$ cat config.mk
export PLATFORM = sky130hd
export DESIGN_NAME = synth_prog_if
export DESIGN_NICKNAME = d
export VERILOG_FILES = /design/src/rtl/sip_pkg.sv /design/src/rtl/sip_entry.sv /design/src/rtl/sip_xfer.sv /design/src/rtl/sip_enh.sv /design/src/rtl/synth_prog_if.sv
export SDC_FILE = /design/constraint.sdc
export NUM_CORES = 1
export LEC_CHECK = 0
export ABC_AREA = 1
export ABC_CLOCK_PERIOD_IN_PS = 1400
export CAP_MARGIN = 30
export CORE_MARGIN = 4
export CORE_UTILIZATION = 58
export DETAILED_ROUTE_END_ITERATION = 8
export DONT_BUFFER_PORTS = 1
export PLACE_DENSITY = 0.77
export SYNTH_ARGS = -nofsm -noshare
export SYNTH_HDL_FRONTEND = slang
export SYNTH_SLANG_ARGS = --single-unit
$ cat constraint.sdc
create_clock -name clk -period 1.4 [get_ports clk]
set_clock_uncertainty 0.2 [all_clocks]
set_input_delay 0.07 -clock clk [delete_from_list [all_inputs] [get_ports clk]]
set_output_delay 0.07 -clock clk [all_outputs]
set_load 0.01 [all_outputs]
$ cat src/rtl/sip_pkg.sv
package sip_pkg;
  localparam int WORD_W   = 20;
  localparam int BYTE_W   = 8;
  localparam int ADDR_W   = 2;
  localparam int M_W      = 7;
  localparam int A_W      = 4;
  localparam int R_W      = 4;
  localparam int M_LSB    = 0;
  localparam int A_LSB    = M_LSB + M_W;
  localparam int R_LSB    = A_LSB + A_W;
  localparam int PD_BIT   = 3;
  localparam int IMM_BIT  = 4;
  localparam int MSEL_BIT = 5;
  localparam int PRE_BIT  = 6;
  localparam int OE_BIT   = 7;
  localparam int RSV_N    = 3;

  typedef enum logic [1:0] {
    DBG_OFF  = 2'b00,
    DBG_MSEL = 2'b01,
    DBG_PRE  = 2'b10
  } dbg_sel_t;
endpackage

$ cat src/rtl/sip_entry.sv
module sip_entry #(
  parameter int WORD_W = sip_pkg::WORD_W,
  parameter int BYTE_W = sip_pkg::BYTE_W,
  parameter int ADDR_W = sip_pkg::ADDR_W
) (
  input  logic              clk,
  input  logic              rst,
  input  logic              mode_par,
  input  logic              ser_clk,
  input  logic              ser_data,
  input  logic              par_wr,
  input  logic [ADDR_W-1:0] par_addr,
  input  logic [BYTE_W-1:0] par_data,
  output logic [WORD_W-1:0] primary
);
  localparam int NLANES = (WORD_W + BYTE_W - 1) / BYTE_W;

  logic sclk_q, sclk_qq, sdat_q;
  logic ser_edge;
  logic [NLANES-1:0] lane_hit;
  logic [WORD_W-1:0] par_next;

  always_ff @(posedge clk) begin
    if (rst) begin
      sclk_q  <= 1'b0;
      sclk_qq <= 1'b0;
      sdat_q  <= 1'b0;
    end else begin
      sclk_q  <= ser_clk;
      sclk_qq <= sclk_q;
      sdat_q  <= ser_data;
    end
  end

  assign ser_edge = sclk_q & ~sclk_qq;

  for (genvar g = 0; g < NLANES; g++) begin : g_lane
    localparam int LO = g * BYTE_W;
    localparam int LW = ((WORD_W - LO) < BYTE_W) ? (WORD_W - LO) : BYTE_W;
    assign lane_hit[g] = par_wr && mode_par && (par_addr == ADDR_W'(g));
    assign par_next[LO +: LW] = lane_hit[g] ? par_data[LW-1:0] : primary[LO +: LW];
    if (LW < BYTE_W) begin : g_part
      logic [BYTE_W-LW-1:0] dropped;
      assign dropped = par_data[BYTE_W-1:LW];
    end
  end

  always_ff @(posedge clk) begin
    if (rst) begin
      primary <= '0;
    end else if (mode_par) begin
      primary <= par_next;
    end else if (ser_edge) begin
      primary <= {primary[WORD_W-2:0], sdat_q};
    end
  end
endmodule

$ cat src/rtl/sip_xfer.sv
module sip_xfer #(
  parameter int WORD_W = sip_pkg::WORD_W,
  parameter int M_W    = sip_pkg::M_W,
  parameter int A_W    = sip_pkg::A_W,
  parameter int R_W    = sip_pkg::R_W
) (
  input  logic              clk,
  input  logic              rst,
  input  logic              load,
  input  logic              imm,
  input  logic [WORD_W-1:0] primary,
  output logic [WORD_W-1:0] secondary,
  output logic [M_W-1:0]    cnt_m,
  output logic [A_W-1:0]    cnt_a,
  output logic [R_W-1:0]    cnt_r
);
  localparam int A_LSB = M_W;
  localparam int R_LSB = M_W + A_W;

  always_ff @(posedge clk) begin
    if (rst) begin
      secondary <= '0;
    end else if (load || imm) begin
      secondary <= primary;
    end
  end

  assign cnt_m = secondary[M_W-1:0];
  assign cnt_a = secondary[A_LSB +: A_W];
  assign cnt_r = secondary[R_LSB +: R_W];
endmodule

$ cat src/rtl/sip_enh.sv
module sip_enh
  import sip_pkg::*;
#(
  parameter int BYTE_W = sip_pkg::BYTE_W
) (
  input  logic              clk,
  input  logic              rst,
  input  logic              wr,
  input  logic [BYTE_W-1:0] data,
  output logic              pwr_down,
  output logic              imm_load,
  output logic              clk_out_dis,
  output dbg_sel_t          dbg_sel,
  output logic              rsv_err
);
  dbg_sel_t dbg_next;

  always_comb begin
    if (data[MSEL_BIT])      dbg_next = DBG_MSEL;
    else if (data[PRE_BIT])  dbg_next = DBG_PRE;
    else                     dbg_next = DBG_OFF;
  end

  always_ff @(posedge clk) begin
    if (rst) begin
      pwr_down    <= 1'b0;
      imm_load    <= 1'b0;
      clk_out_dis <= 1'b0;
      dbg_sel     <= DBG_OFF;
      rsv_err     <= 1'b0;
    end else if (wr) begin
      pwr_down    <= data[PD_BIT];
      imm_load    <= data[IMM_BIT];
      clk_out_dis <= data[OE_BIT];
      dbg_sel     <= dbg_next;
      if (|data[RSV_N-1:0]) rsv_err <= 1'b1;
    end
  end
endmodule

$ cat src/rtl/synth_prog_if.sv
module synth_prog_if
  import sip_pkg::*;
#(
  parameter int WORD_W = sip_pkg::WORD_W,
  parameter int BYTE_W = sip_pkg::BYTE_W,
  parameter int ADDR_W = sip_pkg::ADDR_W,
  parameter int M_W    = sip_pkg::M_W,
  parameter int A_W    = sip_pkg::A_W,
  parameter int R_W    = sip_pkg::R_W
) (
  input  logic              clk,
  input  logic              rst,
  input  logic              mode_par,
  input  logic              ser_clk,
  input  logic              ser_data,
  input  logic              load,
  input  logic              par_wr,
  input  logic [ADDR_W-1:0] par_addr,
  input  logic [BYTE_W-1:0] par_data,
  output logic [WORD_W-1:0] act_word,
  output logic [M_W-1:0]    cnt_m,
  output logic [A_W-1:0]    cnt_a,
  output logic [R_W-1:0]    cnt_r,
  output logic              pwr_down,
  output logic              imm_load,
  output logic [1:0]        dbg_sel,
  output logic              clk_out_dis,
  output logic              rsv_err
);
  localparam logic [ADDR_W-1:0] ENH_ADDR = '1;

  logic [WORD_W-1:0] primary;
  logic              enh_wr;
  dbg_sel_t          dbg_q;

  assign enh_wr = par_wr && mode_par && (par_addr == ENH_ADDR);

  sip_entry #(.WORD_W(WORD_W), .BYTE_W(BYTE_W), .ADDR_W(ADDR_W)) u_entry (
    .clk(clk), .rst(rst), .mode_par(mode_par), .ser_clk(ser_clk),
    .ser_data(ser_data), .par_wr(par_wr), .par_addr(par_addr),
    .par_data(par_data), .primary(primary)
  );

  sip_xfer #(.WORD_W(WORD_W), .M_W(M_W), .A_W(A_W), .R_W(R_W)) u_xfer (
    .clk(clk), .rst(rst), .load(load), .imm(imm_load), .primary(primary),
    .secondary(act_word), .cnt_m(cnt_m), .cnt_a(cnt_a), .cnt_r(cnt_r)
  );

  sip_enh #(.BYTE_W(BYTE_W)) u_enh (
    .clk(clk), .rst(rst), .wr(enh_wr), .data(par_data),
    .pwr_down(pwr_down), .imm_load(imm_load), .clk_out_dis(clk_out_dis),
    .dbg_sel(dbg_q), .rsv_err(rsv_err)
  );

  assign dbg_sel = dbg_q;
endmodule

==> reports/results.ini, run 1 <==
[outcome]
status = finished, violations left
violations = negative hold slack

[cts]
clock-sinks = 49
path_clk_slew_ns = 0.09
cts_max_level = 2
clk_latency_ns = 0.30
cts_inserted_buffers = 5
clockRootBuffer = clkbuf_8
cts_tree = yes
cts_hold_buf = 21
clock_path_buffers = 2

[floorplanning]
fp.dieW_um = 69.5
fp.dieH_um = 69.5
core_sq_um = 3660
placementRows = 22
dieArea_sq_um = 4830
io_pins = 58
initial_core_util = 0.599

[timing]
hold_ws_ns = -0.170
period_share = 0.964
max_freq_ghz = 0.741
rsz0062_at_grt = false
setup_viol = 0
finalSetupTns_ns = 0
hold_viol = 19
maxSlewViolCount = 0
worst_pin_slew_ns = 0.274
max-slew-margin-rel = 0.817
period_minus_slack_ns = 1.35

[route]
drt-total-wl_mm = 5.02
drt.antenna.violating_nets = 0
vias_per_cell = 5.43
post_drt_wl_per_cell_um = 14.0
dr.pass1.iters = 4
vias = 1951
drt-initial-drc-count = 154
drcViolationCount = 0

[setup_path]
path_max_fanout = 2
crit_arrival_ns = 1.35
required_ns = 1.40
startpoint = par_data[4]
cp-end-kind = flop
critPathKind = in2reg
cp-start-kind = input pin
rr_startpoint = u_enh.imm_load

[power]
power_density_nw_per_um2 = 1110
leakage_nw = 1.21
max-vdd-ir-drop_mv = 0.630

[logic_synthesis]
synth_adder_area_share = 0
synthDistinctLibCells = 20
synthSimpleGateAreaFrac = 0.206
yosys.area.top_type_share = 0.447
synth.area.top_cells = dfxtp_1 (45%), o21ai_0 (9.6%), a21oi_1 (9.4%)
synth_top_family_by_area = simple AND/OR/NAND/NOR gates
ys_seq_elements = 49
synth-compound-area-share = 0.194
synth_area_sq_um = 2190
syn_inst = 296
postSynthAreaPerCell_sq_um = 7.41
synth-xor-area-share = 0
synth_warnings = 0
synth.yosys.seq_area_share = 0.447
synth_fp_nets = 313
synthMuxAreaShare = 0
synth_top_cell_by_area = dfxtp_1

[layout]
syn_to_final_growth_pct = 15.8
mostFrequentLayoutCells = dfxtp_1 (49), a21oi_1 (41), o21ai_0 (38), nor2_1 (38), nand2_1 (34)
fin_nets = 328
final_common_cell = dfxtp_1
diodes = 0
finalNonFillerCells = 359
drive_gt1_frac = 0.119
final_util = 0.694

[global_route]
grt_pass1_wl_mm = 7.71
grt.overflow.total = 0
antenna_found_initial = 0
grt_usage = 0.198
grt_max_degree = 46
grt_pass1_vias = 1662

[run]
drv_cap = 0

[worst_hold_path]
min_path_type = in2reg
holdCritStartpoint = mode_par

[place]
placed_cells = 330
hpwlAfterDp_mm = 2.90
globalplace.congestion = 0.776
port_buffers = 0

-- per-layer routing --
metal	part of all wire	track usage	vias up
met4	0.029	0.0933	0
li1	-	-	966
met3	0.065	0.0493	12
met2	0.47	0.316	67
met1	0.44	0.251	906
met5	0	0	-
-- kinds of logic after synthesis --
group / after synthesis
compound gates: 85
simple gates: 98
buf+inv: 64
flops: 49
-- timing repair --
action	4_1_cts	5_1_grt
buffers inserted	0	0
resized for setup	0	6
hold endpoints to repair	49	19
endpoints found under the setup margin	0	13
-- final timing paths --
check | depth (start not counted) | to | slack (ns)
setup / recovery | 4 | u_enh.imm_load | 0.05
hold / removal | 3 | u_entry.primary[17] | -0.17
setup reg to reg | 4 | u_xfer.secondary[8] | 0.08
hold reg to reg | 2 | u_entry.sclk_qq | 0.27
-- stage by stage --
| step | instance area [sq um] | total power [mW] | setup slack, ns |
|---|---|---|---|
| final | 2540 | 2.82 | 0.0506 |
| after global routing | 2540 | 2.95 | 0.00755 |
| after CTS | 2510 | 2.81 | 0.00340 |
| after detailed placement | 2210 | 1.95 | 0.0289 |
| after global placement | 2210 | 1.94 | 0.107 |
| after floorplan | 2190 | 1.89 | 0.0914 |
-- power by group --
group          switching [mW]  internal [mW]
Sequential             0.0458           1.48
Combinational           0.263          0.193
Clock                   0.439          0.392
-- registers in the layout, summed over array words and instances (netlist names) --
register	flops
u_enh.rsv_err	1
u_enh.imm_load	1
u_enh.dbg_sel	2
u_xfer.secondary	20
u_enh.pwr_down	1
u_entry.sclk_qq	1
u_entry.sclk_q	1
u_enh.clk_out_dis	1
u_entry.primary	20
u_entry.sdat_q	1
-- synth_stat cells --
| master | n |
|---|---|
| dfxtp_1 | 49 |
| o21ai_0 | 42 |
| a21oi_1 | 41 |
| nor2_1 | 38 |
| nand2_1 | 34 |
| inv_1 | 29 |
| buf_4 | 16 |
| nand3_1 | 16 |
| buf_2 | 8 |
| nand3_2 | 5 |
| clkbuf_1 | 4 |
| buf_6 | 3 |
| nand2_4 | 3 |
| o21ai_1 | 2 |
| buf_1 | 1 |
| clkinv_1 | 1 |
| inv_2 | 1 |
| inv_4 | 1 |
| nor2_4 | 1 |
| or2_2 | 1 |
-- final cells by class --
cell class	count	area [sq um]
inverter	32	123
multi-input combinational	183	880
clock buffer	7	86.3
fill	300	1120
timing repair buffer	40	410
sequential	49	981
tap	48	60.1
-- worst max-delay path, cell delays in order --
cell	delay [ns]
dlygate4sd3_1	0.57
nor2_1	0.11
dlygate4sd3_1	0.56
nor2_1	0.05
Power figures use the tool's default switching activity.
==> run 2: changes to the inputs <==
--- a/config.mk
+++ b/config.mk
@@ -14,2 +14,3 @@
 export DONT_BUFFER_PORTS = 1
+export GPL_TIMING_DRIVEN = 0
 export PLACE_DENSITY = 0.77
==> constraint.sdc (replaced) <==
create_clock -name clk -period 1.4 [get_ports clk]
set_clock_uncertainty 0.2 [all_clocks]
set_input_delay 0.35 -clock clk [delete_from_list [all_inputs] [get_ports clk]]
set_output_delay 0.35 -clock clk [all_outputs]
set_load 0.01 [all_outputs]
==> run 2 against run 1 <==
  * The run now ends clean
  * Worst setup slack lost 0.0086 ns
  * First-iteration DRC count rose by 9.7%
  * Sequential power about the same
  * Via count fell by 2.2%
  * Sequential share of layout area grew 1.7 points
  * Final area shrank 2.3%
  * Combinational power fell by 7.7%
  * Die area unchanged
==> reports/results.ini, run 2 (synthesized netlist as in run 1, its figures left out) <==
[cts]
cts_inserted_buffers = 5  ; unchanged
clockRootBuffer = clkbuf_8
clock-sinks = 49  ; unchanged
cts_tree = yes
clock_path_buffers = 2  ; unchanged
cts_max_level = 2  ; unchanged
path_clk_slew_ns = 0.09  ; about the same
clk_latency_ns = 0.30  ; about the same

[setup_path]
path_max_fanout = 3  ; +1
crit_arrival_ns = 0.81  ; -0.54 ns
cp_top_family = flip-flops
crit_chain = buf_4
cp-end-kind = output pin
required_ns = 0.85  ; -0.55 ns
critPathKind = reg2out
slowest_delay_ns = 0.37  ; -0.20 ns
cp-start-kind = flop
worst-path-buf-inv = 1  ; -1
crit_slowest_cell = dfxtp_2

[floorplanning]
initial_core_util = 0.599  ; unchanged
placementRows = 22  ; unchanged
core_sq_um = 3660  ; unchanged
dieArea_sq_um = 4830  ; unchanged
io_pins = 58  ; unchanged
fp.dieW_um = 69.5  ; unchanged
fp.dieH_um = 69.5  ; unchanged

[timing]
rsz0062_at_grt = false
max_freq_ghz = 0.736  ; -0.63%
setup_viol = 0  ; unchanged
worst_pin_slew_ns = 0.460  ; +0.185 ns
period_share = 0.970  ; +0.00613
maxSlewViolCount = 0  ; unchanged
hold_viol = 0  ; -19
setup_slack_ns = 0.0420  ; -0.00858 ns
max-slew-margin-rel = 0.694  ; -0.123
period_minus_slack_ns = 1.36  ; +0.00858 ns

[layout]
drive_gt1_frac = 0.206  ; +0.0868
final_cell_area_sq_um = 2480  ; -2.3%
syn_to_final_growth_pct = 13.2
multi_input_area_sq_um = 880  ; unchanged
fin_nets = 327  ; -0.30%
diodes = 0  ; unchanged
mostFrequentLayoutCells = a21oi_1 (41), nor2_1 (38), nand2_1 (34), dfxtp_1 (33), o21ai_0 (32)
final_util = 0.678  ; -0.0157
seq_area_sq_um = 1000  ; +2.0%
final_common_cell = a21oi_1
fillers = 327  ; +9.0%
largestRegisters = u_entry.primary x20, u_xfer.secondary x20, u_enh.dbg_sel x2

[global_route]
antenna_found_initial = 0  ; unchanged
grt_max_degree = 15  ; -67%
grt_pass1_vias = 1752  ; +5.4%
grt_usage = 0.217  ; +0.0189
use_met3 = 0.0565  ; +0.00725
use_met1 = 0.282  ; +0.0316
use_met2 = 0.345  ; +0.0297
grt.overflow.total = 0  ; unchanged
grt_pass1_wl_mm = 8.60  ; +11%
busiest_layer = met2

[power]
p_switching_mw = 0.771  ; +3.1%
clkPwrFrac = 0.344  ; +0.049
leakage_nw = 1.17  ; -2.9%
power_mw = 3.02  ; +7.1%
power_density_nw_per_um2 = 1220  ; +9.6%
switching_share = 0.255  ; -0.00992
max-vdd-ir-drop_mv = 0.689  ; +9.3%
p_int_mw = 2.25  ; +8.6%
p_comb_frac = 0.139  ; -0.023
seqPwrFrac = 0.517  ; -0.026

[route]
drt-initial-drc-count = 169  ; +9.7%
drcViolationCount = 0  ; unchanged
drt-total-wl_mm = 5.08  ; +1.1%
vias_per_cell = 5.32  ; -2.2%
drt.antenna.violating_nets = 0  ; unchanged
dr.pass1.iters = 4  ; unchanged
post_drt_wl_per_cell_um = 14.1  ; +1.1%
vias = 1909  ; -2.2%

[worst_hold_path]
min_path_type = in2reg

[place]
pre_cts_ws_ns = -0.0998  ; -0.129 ns
port_buffers = 0  ; unchanged
place_area_sq_um = 2250  ; +1.8%
hpwlAfterDp_mm = 3.61  ; +24%
globalplace.congestion = 0.882  ; +14%

[run]
drv_cap = 0  ; unchanged

[outcome]
status = complete, no violations

[run 2: metrics by stage]
stage / hold slack [ns] / TNS (ns) / instances
floorplan: 0.215 / 0 / 296
global placement: 0.222 / -0.971 / 344
detailed placement: 0.224 / -1.39 / 344
CTS: 0.0393 / 0 / 359
global route: 0.0779 / 0 / 359
finish: 0.0413 / 0 / 359
[run 2: metal layers]
layer,vias to the layer above,routed length [um]
li1,965,-
met1,862,2170
met2,70,2390
met5,-,0
met4,0,111
met3,12,407
[run 2: final cells by class]
cell class	instances	area share
clock buffers	7	0.0348
repair buffers	7	0.0282
clock inverters	1	0.0121
plain buffers	32	0.0937
well taps	48	0.0242
multi-input cells	183	0.354
flip-flops and latches	49	0.403
inverters	32	0.0494
[run 2: worst paths after layout]
check / start / end / slack [ns] / depth (start not counted)
worst max-delay path: u_xfer.secondary[0] / cnt_m[0] / 0.04 / 1
worst max register to register: u_enh.imm_load / u_xfer.secondary[17] / 0.08 / 4
worst min-delay path: par_data[5] / u_enh.dbg_sel[1] / 0.04 / 3
worst min register to register: u_entry.sclk_q / u_entry.sclk_qq / 0.26 / 2
[run 2: repair_timing]
item | 4_1_cts | 5_1_grt
endpoints found under the setup margin | 35 | 20
hold buffers | 7 | 0
buffers inserted | 0 | 0
hold endpoints to repair | 8 | 0
resized for setup | 24 | 9
[run 2: power groups by stage]
stage          sequential [mW]  clock [mW]  combinational, mW
2_1_floorplan             1.57           0              0.318
3_3_place_gp              1.58           0              0.378
3_5_place_dp              1.59           0              0.387
4_1_cts                   1.56        1.05              0.414
5_1_grt                   1.57        1.11              0.479
6_report                  1.56        1.04              0.421
==> run 3: changes to the inputs <==
- PLACE_DENSITY: 0.77 -> 0.74
==> run 3 against run 2 <==
  * Count of clock-buffer cells in the layout unchanged
  * Die area is the same
  * Sequential cell count is the same
==> reports/results.ini, run 3 (synthesized netlist as in run 1, its figures left out) <==
[timing]
max_freq_ghz = 0.728  ; -1.1%
worst_pin_slew_ns = 0.488  ; +0.0284 ns
maxSlewViolCount = 0  ; unchanged
rsz0062_at_grt = false
period_share = 0.981  ; +0.0112
period_minus_slack_ns = 1.37  ; +0.0156 ns
hold_viol = 0  ; unchanged
setup_viol = 0  ; unchanged
max-slew-margin-rel = 0.675  ; -0.0189

[power]
leakage_nw = 1.16  ; -1.2%
power_mw = 2.82  ; -6.6%
max-vdd-ir-drop_mv = 0.742  ; +7.8%
power_density_nw_per_um2 = 1150  ; -5.5%

[route]
drt.antenna.violating_nets = 0  ; unchanged
vias_per_cell = 5.35  ; +0.54%
dr.pass1.iters = 5  ; +1
drcViolationCount = 0  ; unchanged
drt-total-wl_mm = 5.07  ; about the same
drt-initial-drc-count = 145  ; -14%
vias = 1914  ; +0.26%
post_drt_wl_per_cell_um = 14.2  ; +0.20%

[setup_path]
required_ns = 0.85  ; about the same
crit_slowest_cell = dfxtp_4
crit_chain = buf_4
path_max_fanout = 3  ; unchanged
slowest_delay_ns = 0.37  ; about the same
cp-end-kind = output pin
critPathKind = reg2out
worst-path-buf-inv = 1  ; unchanged
cp-start-kind = flop
crit_arrival_ns = 0.82  ; about the same
cp_top_family = flip-flops

[global_route]
grt_pass1_vias = 1763  ; +0.63%
grt_max_degree = 14  ; -1
antenna_found_initial = 0  ; unchanged
grt.overflow.total = 0  ; unchanged
grt_pass1_wl_mm = 8.43  ; -1.9%
grt_usage = 0.218  ; +0.000396

[cts]
path_clk_slew_ns = 0.09  ; about the same
clk_latency_ns = 0.31  ; about the same
clock_path_buffers = 2  ; unchanged
clockRootBuffer = clkbuf_8
cts_post_setup_buffers_inserted = 0  ; unchanged
cts_tree = yes
cts_max_level = 2  ; unchanged
cts_inserted_buffers = 5  ; unchanged
clock-sinks = 49  ; unchanged

[layout]
syn_to_final_growth_pct = 11.9
drive_gt1_frac = 0.203  ; -0.00256
mostFrequentLayoutCells = a21oi_1 (41), nor2_1 (38), o21ai_0 (36), nand2_1 (34), dfxtp_1 (33)
fin_nets = 327  ; unchanged
largestRegisters = u_entry.primary x20, u_xfer.secondary x20, u_enh.dbg_sel x2
final_common_cell = a21oi_1
finalNonFillerCells = 358  ; -0.28%
diodes = 0  ; unchanged

[floorplanning]
core_sq_um = 3660  ; unchanged
dieArea_sq_um = 4830  ; unchanged
fp.dieH_um = 69.5  ; unchanged
io_pins = 58  ; unchanged
initial_core_util = 0.599  ; unchanged
placementRows = 22  ; unchanged
fp.dieW_um = 69.5  ; unchanged

[place]
hpwlAfterDp_mm = 3.54  ; -2.0%
port_buffers = 0  ; unchanged
placed_cells = 344  ; unchanged
globalplace.congestion = 0.844  ; -4.2%

[outcome]
status = complete, no violations

[worst_hold_path]
min_path_type = in2reg

[run]
drv_cap = 0  ; unchanged

-- run 3: cell count changes in the layout (fill, tap and decap cells not counted) --
cell | previous run | this run
bufinv_16 | 1 | 0
dfxtp_2 | 16 | 15
o21ai_1 | 12 | 8
dfxtp_4 | 0 | 1
o21ai_0 | 32 | 36
-- run 3: metrics by stage --
stage / setup WS [ns] / util / area (sq um) / setup TNS (ns) / hold slack [ns]
2_1_floorplan: 0.0914 / - / 2190 / 0 / 0.215
3_3_place_gp: -0.0832 / 0.616 / 2250 / -1.10 / 0.222
3_5_place_dp: -0.132 / 0.616 / 2250 / -1.73 / 0.224
4_1_cts: 0.0327 / 0.670 / 2450 / 0 / 0.0319
5_1_grt: 0.00286 / 0.671 / 2450 / 0 / 0.0546
6_report: 0.0264 / 0.671 / 2450 / 0 / 0.0356
-- run 3: worst paths after layout --
| path | to | slack [ns] | from | depth (start not counted) |
|---|---|---|---|---|
| setup / recovery | cnt_r[3] | 0.03 | u_xfer.secondary[14] | 1 |
| hold / removal | u_enh.dbg_sel[1] | 0.04 | par_data[5] | 3 |
| setup reg to reg | u_xfer.secondary[13] | 0.08 | u_enh.imm_load | 4 |
| hold reg to reg | u_entry.sclk_qq | 0.25 | u_entry.sclk_q | 2 |
-- run 3: area by class of cell --
cell class	instances	area (sq um)
Sequential cell	49	1000
Timing Repair Buffer	7	70.1
Multi-Input combinational cell	183	880
Inverter	32	123
Tap cell	48	60.1
Fill cell	338	1210
Clock buffer	7	86.3
Buffer	32	233
-- run 3: per-layer routing --
metal | wire (um) | vias to the layer above | track usage | part of all wire
met5 | 0 | - | 0 | 0
met1 | 2160 | 862 | 0.279 | 0.43
met3 | 470 | 9 | 0.0696 | 0.093
li1 | - | 965 | - | -
met2 | 2350 | 78 | 0.347 | 0.46
met4 | 97 | 0 | 0.0672 | 0.019
-- run 3: timing repair --
action                                  in CTS  in global routing
endpoints found under the hold margin        8                  0
endpoints found under the setup margin      35                  5
gates resized for setup                     25                  5
hold buffers                                 7                  0
cloned                                       0                  0
-- run 3: where the power goes --
group / internal (mW) / switching, mW / total (mW)
Combinational: 0.172 / 0.246 / 0.419
Sequential: 1.49 / 0.0688 / 1.56
Clock: 0.392 / 0.450 / 0.842
